[config.mk]
export PLATFORM = sky130hd
export DESIGN_NAME = hex_record_loader
export DESIGN_NICKNAME = d
export VERILOG_FILES = /design/src/rtl/hexld_pkg.sv /design/src/rtl/hexld_digit.sv /design/src/rtl/hexld_linebuf.sv /design/src/rtl/hexld_txmux.sv /design/src/rtl/hex_record_loader.sv
export SDC_FILE = /design/constraint.sdc
export NUM_CORES = 1
export LEC_CHECK = 0
export ABC_AREA = 1
export CORE_ASPECT_RATIO = 2
export CORE_MARGIN = 2
export CORE_UTILIZATION = 60
export DETAILED_ROUTE_END_ITERATION = 12
export HOLD_SLACK_MARGIN = 0.02
export PLACE_DENSITY = 0.79
export SYNTH_ARGS = -nofsm -noshare
export SYNTH_HDL_FRONTEND = slang
export SYNTH_SLANG_ARGS = --single-unit
[constraint.sdc]
create_clock -name clk -period 3.6 [get_ports clk]
set_input_delay 0.54 -clock clk [delete_from_list [all_inputs] [get_ports clk]]
set_output_delay 0.54 -clock clk [all_outputs]
set_load 0.05 [all_outputs]
[src/rtl/hexld_pkg.sv]
// Shared definitions for the hex record loader: controller states,
// character codes and fixed record geometry.
package hexld_pkg;
    typedef enum logic [2:0] {
        ST_OFF,    // no session
        ST_HUNT,   // waiting for start colon
        ST_BODY,   // collecting digit pairs
        ST_WRITE,  // committing next buffered byte
        ST_WAIT,   // flash write outstanding
        ST_RESP    // verdict being handed to the transmitter
    } ld_state_e;

    localparam int          ADDR_W   = 16;     // record address width
    localparam int          HDR      = 4;      // count, addr hi, addr lo, type
    localparam logic [7:0]  CH_COLON = 8'h3A;
    localparam logic [7:0]  CH_CR    = 8'h0D;
    localparam logic [7:0]  CH_LF    = 8'h0A;
    localparam logic [7:0]  V_OK     = 8'h2E;  // '.'
    localparam logic [7:0]  V_WERR   = 8'h58;  // 'X'
    localparam logic [7:0]  V_CERR   = 8'h45;  // 'E'
    localparam logic [7:0]  V_TERM   = 8'h54;  // 'T'
endpackage

[src/rtl/hexld_digit.sv]
// ASCII hex digit decoder. Assumes nothing about the character;
// flags anything outside 0-9, A-F, a-f as not a digit.
module hexld_digit (
    input  logic [7:0] ch,
    output logic [3:0] nib,
    output logic       is_hex
);
    // Map one character to its nibble value.
    always_comb begin
        nib    = 4'h0;
        is_hex = 1'b1;
        if (ch >= 8'h30 && ch <= 8'h39)      nib = 4'(ch - 8'h30);
        else if (ch >= 8'h41 && ch <= 8'h46) nib = 4'(ch - 8'h37);
        else if (ch >= 8'h61 && ch <= 8'h66) nib = 4'(ch - 8'h57);
        else                                 is_hex = 1'b0;
    end
endmodule

[src/rtl/hexld_linebuf.sv]
// Holding buffer for the data bytes of one line. Written while the line
// is parsed, read while it is committed; contents need no reset because
// every read position is written earlier in the same line.
module hexld_linebuf #(
    parameter int DEPTH = 16,
    parameter int IDX_W = $clog2(DEPTH + 1)
) (
    input  logic             clk,
    input  logic             wr_en,
    input  logic [IDX_W-1:0] wr_idx,
    input  logic [7:0]       wr_data,
    input  logic [IDX_W-1:0] rd_idx,
    output logic [7:0]       rd_data
);
    logic [7:0] mem [DEPTH];

    // Store one decoded data byte.
    always_ff @(posedge clk) begin
        if (wr_en) mem[wr_idx] <= wr_data;
    end

    // Present the byte selected by the commit sequencer.
    always_comb rd_data = (int'(rd_idx) < DEPTH) ? mem[rd_idx] : 8'h00;
endmodule

[src/rtl/hexld_txmux.sv]
// Transmit side: owns the echo flag and merges echoed characters with
// verdicts into one registered character strobe. Assumes no receive
// character lands in the verdict cycle; if one does, the verdict wins.
module hexld_txmux (
    input  logic       clk,
    input  logic       rst_n,
    input  logic       echo_toggle,
    input  logic       rx_valid,
    input  logic [7:0] rx_data,
    input  logic       vrd_valid,
    input  logic [7:0] vrd_char,
    output logic       tx_valid,
    output logic [7:0] tx_data
);
    logic echo_en;

    // Flip echo on each toggle pulse.
    always_ff @(posedge clk) begin
        if (!rst_n)           echo_en <= 1'b0;
        else if (echo_toggle) echo_en <= ~echo_en;
    end

    // Register the outgoing character, verdict first.
    always_ff @(posedge clk) begin
        if (!rst_n) begin
            tx_valid <= 1'b0;
            tx_data  <= 8'h00;
        end else if (vrd_valid) begin
            tx_valid <= 1'b1;
            tx_data  <= vrd_char;
        end else begin
            tx_valid <= rx_valid && echo_en;
            tx_data  <= rx_data;
        end
    end


    echo_gate_chk: assert property (@(posedge clk) disable iff (!rst_n)
        tx_valid && !$past(vrd_valid) |-> $past(rx_valid) && tx_data == $past(rx_data));
endmodule

[src/rtl/hex_record_loader.sv]
// Intel Hex line loader. Parses one record per line from a character
// stream, checks framing and checksum, then commits data bytes to a
// request/done flash port and returns a one-character verdict.
// Assumes characters are spaced by the UART so none arrive while a
// line is being committed, and that secure_ok is static during a line.
module hex_record_loader
    import hexld_pkg::*;
#(
    parameter int              MAX_DATA  = 16,
    parameter logic [ADDR_W-1:0] CFG_BASE = 16'h8000,
    parameter int              CFG_BYTES = 128
) (
    input  logic              clk,
    input  logic              rst_n,
    input  logic              rx_valid,
    input  logic [7:0]        rx_data,
    input  logic              load_start,
    input  logic              load_enable,
    input  logic              secure_ok,
    input  logic              echo_toggle,
    output logic              tx_valid,
    output logic [7:0]        tx_data,
    output logic              fl_req,
    output logic [ADDR_W-1:0] fl_addr,
    output logic [7:0]        fl_data,
    output logic              fl_cfg_sel,
    input  logic              fl_done,
    input  logic              fl_ok
);
    localparam int BIDX_W = $clog2(MAX_DATA + 6);
    localparam int WIDX_W = $clog2(MAX_DATA + 1);
    localparam logic [ADDR_W:0] CFG_END = (ADDR_W+1)'(CFG_BASE) + (ADDR_W+1)'(CFG_BYTES);

    ld_state_e         state;
    logic [3:0]        hi_q, nib;
    logic              half_q, err_q, term_q, is_hex, is_eol;
    logic [BIDX_W-1:0] byte_idx, dofs;
    logic [7:0]        cnt_q, type_q, sum_q, byte_now, verdict, buf_rd;
    logic [ADDR_W-1:0] addr_q, addr_cur;
    logic [WIDX_W-1:0] wr_idx;
    logic              byte_strobe, buf_we, blocked;

    hexld_digit u_digit (.ch(rx_data), .nib(nib), .is_hex(is_hex));

    // Per-character decode helpers.
    always_comb begin
        is_eol      = (rx_data == CH_CR) || (rx_data == CH_LF);
        byte_now    = {hi_q, nib};
        byte_strobe = rx_valid && (state == ST_BODY) && is_hex && half_q;
        dofs        = byte_idx - BIDX_W'(HDR);
        buf_we      = byte_strobe && int'(byte_idx) >= HDR &&
                      int'(dofs) < int'(cnt_q) && int'(dofs) < MAX_DATA;
        addr_cur    = addr_q + ADDR_W'(wr_idx);
        blocked     = ({1'b0, addr_cur} >= CFG_END) || (!secure_ok && addr_cur < CFG_BASE);
        fl_cfg_sel  = (fl_addr >= CFG_BASE);
    end

    hexld_linebuf #(.DEPTH(MAX_DATA), .IDX_W(WIDX_W)) u_buf (
        .clk(clk), .wr_en(buf_we), .wr_idx(dofs[WIDX_W-1:0]), .wr_data(byte_now),
        .rd_idx(wr_idx), .rd_data(buf_rd)
    );

    hexld_txmux u_tx (
        .clk(clk), .rst_n(rst_n), .echo_toggle(echo_toggle),
        .rx_valid(rx_valid), .rx_data(rx_data),
        .vrd_valid(state == ST_RESP), .vrd_char(verdict),
        .tx_valid(tx_valid), .tx_data(tx_data)
    );

    // Session, parse and commit sequencing.
    always_ff @(posedge clk) begin
        if (!rst_n) begin
            state <= ST_OFF;   hi_q <= '0;    half_q <= 1'b0; err_q <= 1'b0;
            term_q <= 1'b0;    byte_idx <= '0; cnt_q <= '0;   type_q <= '0;
            sum_q <= '0;       addr_q <= '0;  wr_idx <= '0;   verdict <= V_OK;
            fl_req <= 1'b0;    fl_addr <= '0; fl_data <= '0;
        end else begin
            case (state)
                ST_OFF: begin
                    term_q <= 1'b0;
                    if (load_start && load_enable) state <= ST_HUNT;
                end
                ST_HUNT: if (rx_valid && rx_data == CH_COLON) begin
                    state <= ST_BODY; half_q <= 1'b0; byte_idx <= '0; sum_q <= '0;
                    err_q <= 1'b0;    cnt_q <= '0;    type_q <= '0;   addr_q <= '0;
                end
                ST_BODY: if (rx_valid) begin
                    if (is_eol) begin
                        if (err_q || half_q || sum_q != 8'h00 ||
                            int'(byte_idx) != int'(cnt_q) + HDR + 1) begin
                            verdict <= V_CERR; state <= ST_RESP;
                        end else if (type_q == 8'h01) begin
                            verdict <= V_TERM; term_q <= 1'b1; state <= ST_RESP;
                        end else if (type_q == 8'h00) begin
                            wr_idx <= '0; state <= ST_WRITE;
                        end else begin
                            verdict <= V_CERR; state <= ST_RESP;
                        end
                    end else if (!is_hex) begin
                        err_q <= 1'b1;
                    end else if (!half_q) begin
                        hi_q <= nib; half_q <= 1'b1;
                    end else begin
                        half_q <= 1'b0;
                        sum_q  <= sum_q + byte_now;
                        if (byte_idx != {BIDX_W{1'b1}}) byte_idx <= byte_idx + 1'b1;
                        if (int'(byte_idx) == 0) begin
                            cnt_q <= byte_now;
                            if (int'(byte_now) > MAX_DATA) err_q <= 1'b1;
                        end else if (int'(byte_idx) == 1) addr_q[15:8] <= byte_now;
                        else if (int'(byte_idx) == 2)     addr_q[7:0]  <= byte_now;
                        else if (int'(byte_idx) == 3)     type_q       <= byte_now;
                        else if (int'(dofs) > int'(cnt_q)) err_q       <= 1'b1;
                    end
                end
                ST_WRITE: begin
                    if (int'(wr_idx) == int'(cnt_q)) begin
                        verdict <= V_OK; state <= ST_RESP;
                    end else if (blocked) begin
                        verdict <= V_WERR; state <= ST_RESP;
                    end else begin
                        fl_req <= 1'b1; fl_addr <= addr_cur; fl_data <= buf_rd;
                        state <= ST_WAIT;
                    end
                end
                ST_WAIT: if (fl_done) begin
                    fl_req <= 1'b0;
                    if (fl_ok) begin
                        wr_idx <= wr_idx + 1'b1; state <= ST_WRITE;
                    end else begin
                        verdict <= V_WERR; state <= ST_RESP;
                    end
                end
                ST_RESP: state <= term_q ? ST_OFF : ST_HUNT;
                default: state <= ST_OFF;
            endcase
        end
    end


    req_hold_chk: assert property (@(posedge clk) disable iff (!rst_n)
        fl_req && !fl_done |=> fl_req && $stable(fl_addr) && $stable(fl_data));

    secure_gate_chk: assert property (@(posedge clk) disable iff (!rst_n)
        fl_req && !secure_ok |-> fl_cfg_sel);

    range_chk: assert property (@(posedge clk) disable iff (!rst_n)
        fl_req |-> ({1'b0, fl_addr} < CFG_END));

    cksum_gate_chk: assert property (@(posedge clk) disable iff (!rst_n)
        fl_req |-> (sum_q == 8'h00) && !err_q);

    off_quiet_chk: assert property (@(posedge clk) disable iff (!rst_n)
        (state == ST_OFF) |-> !fl_req);
endmodule

==> metrics.cfg, run 1 <==
[yosys]
synth.mux.area_fraction=0
synth-seq-area-share=0.544
synth_top_flop_cell=edfxtp_1
synth_xor_area_frac=0.0160
synth.area.top_cells=edfxtp_1, dfxtp_1, nand2_1
synth_edf_count=128
synth_common_cells=nand2_1, nor2_1, edfxtp_1, o21ai_0, a21oi_1
syn_nets=1270
syn_area_mm2=0.0109
synth-adder-area-share=0.0414
synth.distinct_cells=44
synth_compound_area_frac=0.150
synth_top_area_cell=edfxtp_1
syn_avg_cell_area_um2=8.98
syn_inst=1218
yosysMostFrequentCell=nand2_1
yosys.area_share.simple=0.191
synth_top_family_by_area=simple AND/OR/NAND/NOR gates
yosysWarnings=0
synth_seq_cells=233
yosysTopAreaCellShare=0.352
async_reset_ff_frac=0

[clock_tree]
htree_num_levels=1
clock-sinks=233
cts.path.max_buffers=3
clk_pin_slew_ps=70
cts_setup_buffers=0
hold_buffers=0
cts-root-buf=clkbuf_16
cts_tree=yes
cts_resized=0
numCtsBuffers=20
insertion_delay_ps=500

[place]
dp_hpwl_mm=21.5
pre_cts_slack_ps=-100
place_inst=1481
io_buffers=51
gp_congestion=0.970

[grt]
grt_pass1_wl_mm=47.2
use_met3=0.0345
grtUsageMet1=0.317
antenna_found_initial=0
grt_pass1_vias=9137
grt_remaining_overflow=0
grt_max_degree=65
grt_usage=0.313
use_met2=0.590
grt-busiest-layer=met2

[sta]
fmax_ghz=0.309
rsz0062_at_grt=no
hold_ws_ps=455
slew_headroom=0.383
finalCriticalPeriod_ps=3240
timing.final.hold_violations=0
worstMarginPinSlew_ps=925
fin_crit_sh=0.900
maxSlewViolCount=0
finalSetupViolCount=0
setup_ws_ps=362
fin_worst_skew_ps=10.6

[pwr]
powerDensity_mw_per_mm2=684
p_leak_nw=4.96
ir_drop_uv=452

[drt]
via_count=9062
initialDrtViolationCount=732
wire_per_inst_um=19.8
antenna_left=0
vias_per_cell=5.97
drc=0
wl_mm=30.0
drt_first_pass_iters=5

[final_layout]
instances_no_fill=1517
area_growth_pct=14.3
drive_gt1_frac=0.0882
final_util=0.703
diodes=0
final_nets=1342

[worst_hold_path]
min-delay-path-class=flip-flop to flip-flop
min_from=verdict[5]

[worst_setup_path]
path_class=input port to flip-flop
crit_chain=clkdlybuf4s50_1 > inv_1 > ha_1 > a21oi_1 > nand2_1 > nand2_1 > nand2_1 > nand3_1 > inv_1 > ha_1 > nand2_1 > nor2_1 > a211oi_1 > inv_1 > nand2_1 > nand2_1 > a21oi_1 > or2_2 > nand4_1 > a21oi_1
cp_slowest_cell=clkdlybuf4s50_1
required_ps=4020
reg2reg_from=wr_idx[0]
crit_start=rx_data[0]
worst_setup_path_end_kind=flip-flop
critPathLaunchType=input port
cpPeakStageDelay_ps=550
critPathMaxFanout=6
arrival_ps=3660
crit_top_cell=nand2_1

[die]
boundaryPins=52
fp.dieH_um=195
die_area_mm2=0.0194
die_width_um=99.4
core-area_mm2=0.0178
initial_core_util=0.615
rows=69

[flow_run]
maxCapViolCount=0

[run_status]
status=finished, final reports clean

==> state kept, by name, indices dropped and copies added (netlist names), named ones only <==
register       count
type_q             8
fl_addr           16
term_q             1
hi_q               4
cnt_q              8
fl_req             1
err_q              1
state              3
u_buf.mem        128
sum_q              8
wr_idx             5
byte_idx           5
u_tx.tx_valid      1
u_tx.tx_data       8
u_tx.echo_en       1
fl_data            8
verdict            6
half_q             1
addr_q            16
==> cell families (layout without fill, tap and decap cells) <==
group,after synthesis,count (layout)
AOI/OAI and AO/OA,290,290
xor gates and xnor gates,20,20
adders and majority gates,35,35
buffers and inverters,155,241
DFF,233,233
and+or+nand+nor,485,485
==> worst paths after layout <==
| check | to | slack (ps) | cells past startpoint |
|---|---|---|---|
| worst max-delay path | sum_q[5] | 360 | 20 |
| worst min-delay path | verdict[5] | 450 | 2 |
| worst max register to register | verdict[0] | 500 | 20 |
| worst min register to register | verdict[5] | 450 | 2 |
==> cells in the final DEF (no fill, tap or decap), types with 3 or more instances in the layout <==
cell               n
o22ai_1            7
nor2_1           158
xor2_1            13
or2_2              5
ha_1              33
edfxtp_1         128
clkbuf_1           3
inv_1             95
o211ai_1           8
a21oi_2            4
dfxtp_1          104
a21oi_1          109
nand3_2            5
and2_1             3
o221ai_1          26
nand3_1           77
clkinv_1           4
nor3_1            14
xnor2_1            7
inv_2              9
nor2_2             6
nand4_1           17
clkinvlp_2         3
buf_4             47
a211oi_1           8
nand2_2            3
clkdlybuf4s50_1   51
clkbuf_16         21
nor4_1             3
nand2_1          186
o21ai_0          120
==> worst max-delay path: cells and delay by family <==
family / cells / cell delay (ps)
fa+ha+maj: 2 / 540
buf+inv: 4 / 810
compound gates: 4 / 830
simple gates: 10 / 940
==> layer usage <==
metal	up-vias	part of all wire
met3	109	0.045
met2	358	0.55
met5	-	0
li1	4344	-
met4	0	0.071
met1	4251	0.34
==> area by class of cell <==
cell class	instances	area (um^2)
clock buffers	25	551
clock inverters	11	114
fillers	1381	5290
inverters	107	402
multi-input cells	830	4360
flip-flops and latches	233	5950
well taps	213	267
repair buffers	98	863
==> metrics by stage <==
step / instance area (um^2) / TNS [ps] / power (mW)
6_report: 12500 / 0 / 8.55
5_1_grt: 12500 / 0 / 9.04
4_1_cts: 12500 / 0 / 8.53
3_5_place_dp: 11800 / -127 / 6.35
3_3_place_gp: 11800 / 0 / 6.26
2_1_floorplan: 10900 / 0 / 5.42
==> where the power goes <==
group	internal, mW	switching [mW]
logic	0.924	2.03
clock network	1.24	0.952
registers	3.08	0.329
total	5.24	3.31
No activity file was read; power rests on OpenSTA's default activity.
==> run 2, diff against run 1 <==
Settings changed: CORE_UTILIZATION 60 to 45, PLACE_DENSITY 0.79 to not set, SKIP_CTS_REPAIR_TIMING set to 1.
==> metrics.cfg, run 2 (synthesized netlist as in run 1, its figures left out) <==
[clock_tree]
clk_pin_slew_ps=60  ; about the same
cts.path.max_buffers=3  ; unchanged
htree_num_levels=1  ; unchanged
cts_tree=yes
clock-sinks=233  ; unchanged
numCtsBuffers=22  ; +10%
insertion_delay_ps=520  ; +20 ps
cts-root-buf=clkbuf_16

[sta]
worstMarginPinSlew_ps=844  ; -81.3 ps
setup_ws_ps=477  ; +116 ps
maxSlewViolCount=0  ; unchanged
fin_crit_sh=0.867  ; -0.0322
finalCriticalPeriod_ps=3120  ; -116 ps
rsz0062_at_grt=no
fmax_ghz=0.320  ; +3.7%
hold_ws_ps=456  ; +0.862 ps
slew_headroom=0.437  ; +0.0535
fin_worst_skew_ps=8.80  ; -1.85 ps
setup_tns_ps=0  ; unchanged
finalSetupViolCount=0  ; unchanged
timing.final.hold_violations=0  ; unchanged

[final_layout]
reg.largest.list=u_buf.mem: 128 flops, addr_q: 16 flops, fl_addr: 16 flops
layout_common_cells=nand2_1, nor2_1, edfxtp_1
area_growth_pct=15.5
regMostFlops=u_buf.mem
final_nets=1344  ; +0.15%
n_fill_cell=2311  ; +67%
largest_reg_flops=128  ; unchanged
diodes=0  ; unchanged
final_common_cell=nand2_1
drive_gt1_frac=0.0887  ; +0.000495

[drt]
wl_mm=31.4  ; +4.6%
wire_per_inst_um=19.7  ; -0.47%
drt_first_pass_iters=5  ; unchanged
initialDrtViolationCount=544  ; -26%
via_count=8864  ; -2.2%
vias_per_cell=5.56  ; -7.0%
antenna_left=0  ; unchanged
drc=0  ; unchanged

[pwr]
p_comb_frac=0.341  ; -0.004
p_leak_nw=4.98  ; +0.49%
intPower_mw=5.28  ; +0.70%
p_clk_frac=0.263  ; +0.007
ir_drop_uv=433  ; -4.3%
netSwitchingPower_mw=3.38  ; +2.2%
powerDensity_mw_per_mm2=686  ; +0.25%
seqPwrFrac=0.396  ; -0.003
power.share.switching=0.390  ; +0.00345

[grt]
grt_pass1_wl_mm=48.7  ; +3.0%
grt_remaining_overflow=0  ; unchanged
antenna_found_initial=0  ; unchanged
grt_max_degree=65  ; unchanged
grt_usage=0.249  ; -0.0638
grt_pass1_vias=9016  ; -1.3%

[worst_setup_path]
critPathLaunchType=input port
critPathMaxFanout=6  ; unchanged
cpPeakStageDelay_ps=530  ; -20 ps
required_ps=4050  ; +30 ps
worst-path-buf-inv=4  ; unchanged
path_class=input port to flip-flop
worst_setup_path_end_kind=flip-flop
crit_chain=clkdlybuf4s50_1 > inv_1 > ha_1 > a21oi_1 > nand2_1 > nand2_1 > nand2_1 > nand3_1 > inv_1 > ha_1 > nand2_1 > nor2_1 > a211oi_1 > inv_1 > nand2_1 > nand2_1 > a21oi_1 > or2_2 > nand4_1 > a21oi_1
crit_top_cell=nand2_1
arrival_ps=3570  ; -90 ps
cp_slowest_cell=clkdlybuf4s50_1
cp_top_family=simple AND/OR/NAND/NOR gates

[die]
core-area_mm2=0.0238  ; +34%
die_width_um=114  ; +15%
initial_core_util=0.459  ; -0.156
boundaryPins=52  ; unchanged
fp.dieH_um=224  ; +15%
die_area_mm2=0.0256  ; +32%
rows=80  ; +16%

[place]
gp_congestion=0.953  ; -1.8%
pre_cts_slack_ps=-32.3  ; +68.0 ps
io_buffers=51  ; unchanged
dp_hpwl_mm=22.9  ; +6.5%

[run_status]
status=finished, final reports clean

[worst_hold_path]
min-delay-path-class=flip-flop to flip-flop

[flow_run]
maxCapViolCount=0  ; unchanged

## run 2: cell count changes in the layout (fill, tap and decap cells not counted)
cell / delta
inv_6: +2
clkbuf_16: +2
bufinv_16: -1
clkbuf_1: +1
clkinv_2: +1
clkinv_4: -1
clkinvlp_2: -2
clkinv_1: +2
## run 2: metal layers
| metal | track usage | part of all wire | vias up |
|---|---|---|---|
| li1 | - | - | 4354 |
| met1 | 0.247 | 0.35 | 4241 |
| met2 | 0.481 | 0.56 | 188 |
| met3 | 0.0237 | 0.026 | 81 |
| met4 | 0.158 | 0.068 | 0 |
| met5 | 0 | 0 | - |
## run 2: layout make-up
cell class	instances	area [um^2]	area share
Clock buffer	28	604	0.0479
Clock inverter	12	95.1	0.00753
Inverter	107	402	0.0318
Multi-Input combinational cell	830	4360	0.345
Sequential cell	233	5950	0.471
Tap cell	287	359	0.0284
Timing Repair Buffer	98	863	0.0684
## run 2: worst register-to-register path: stages, from the launching register on
cell	delay [ps]
dfxtp_1	470
ha_1	280
inv_1	70
fa_1	350
inv_1	160
nand2_1	100
nand2_1	80
and2_1	160
nand2_1	70
nand2_1	60
nand2_1	60
nand2_1	90
nand2_1	70
nor2_2	80
nand3_2	100
nand2_4	140
nand2_4	240
nand2_2	230
nand2_1	60
nand2_1	60
nor2_1	40
## run 2: path summary, 6_finish.rpt
| path | cells past startpoint | slack [ps] | endpoint | from |
|---|---|---|---|---|
| worst max-delay path | 20 | 480 | sum_q[5] | rx_data[0] |
| worst min-delay path | 2 | 460 | u_tx.tx_data[0] | verdict[0] |
| worst max register to register | 20 | 540 | verdict[0] | wr_idx[0] |
| worst min register to register | 2 | 460 | u_tx.tx_data[0] | verdict[0] |
## run 2: power groups by stage
stage	sequential (mW)	combinational, mW	clock (mW)
finish	3.42	2.95	2.28
floorplan	3.37	2.04	0
detailed placement	3.47	2.94	0
global route	3.45	3.29	2.42
CTS	3.42	2.96	2.33
global placement	3.47	2.91	0
## run 2: per-stage QoR
stage           util  area, um^2  std cells  power (mW)
2_1_floorplan      -       10900       1218        5.42
3_3_place_gp   0.501       11900       1555        6.39
3_5_place_dp   0.501       11900       1555        6.42
4_1_cts        0.530       12600       1595        8.70
5_1_grt        0.530       12600       1595        9.17
6_report       0.530       12600       1595        8.66
==> run 3, diff against run 2 <==
Settings changed: ABC_CLOCK_PERIOD_IN_PS set to 3600.
==> results of run 3 <==
Same layout as run 2: the final DEF is identical, and so are final timing and power.
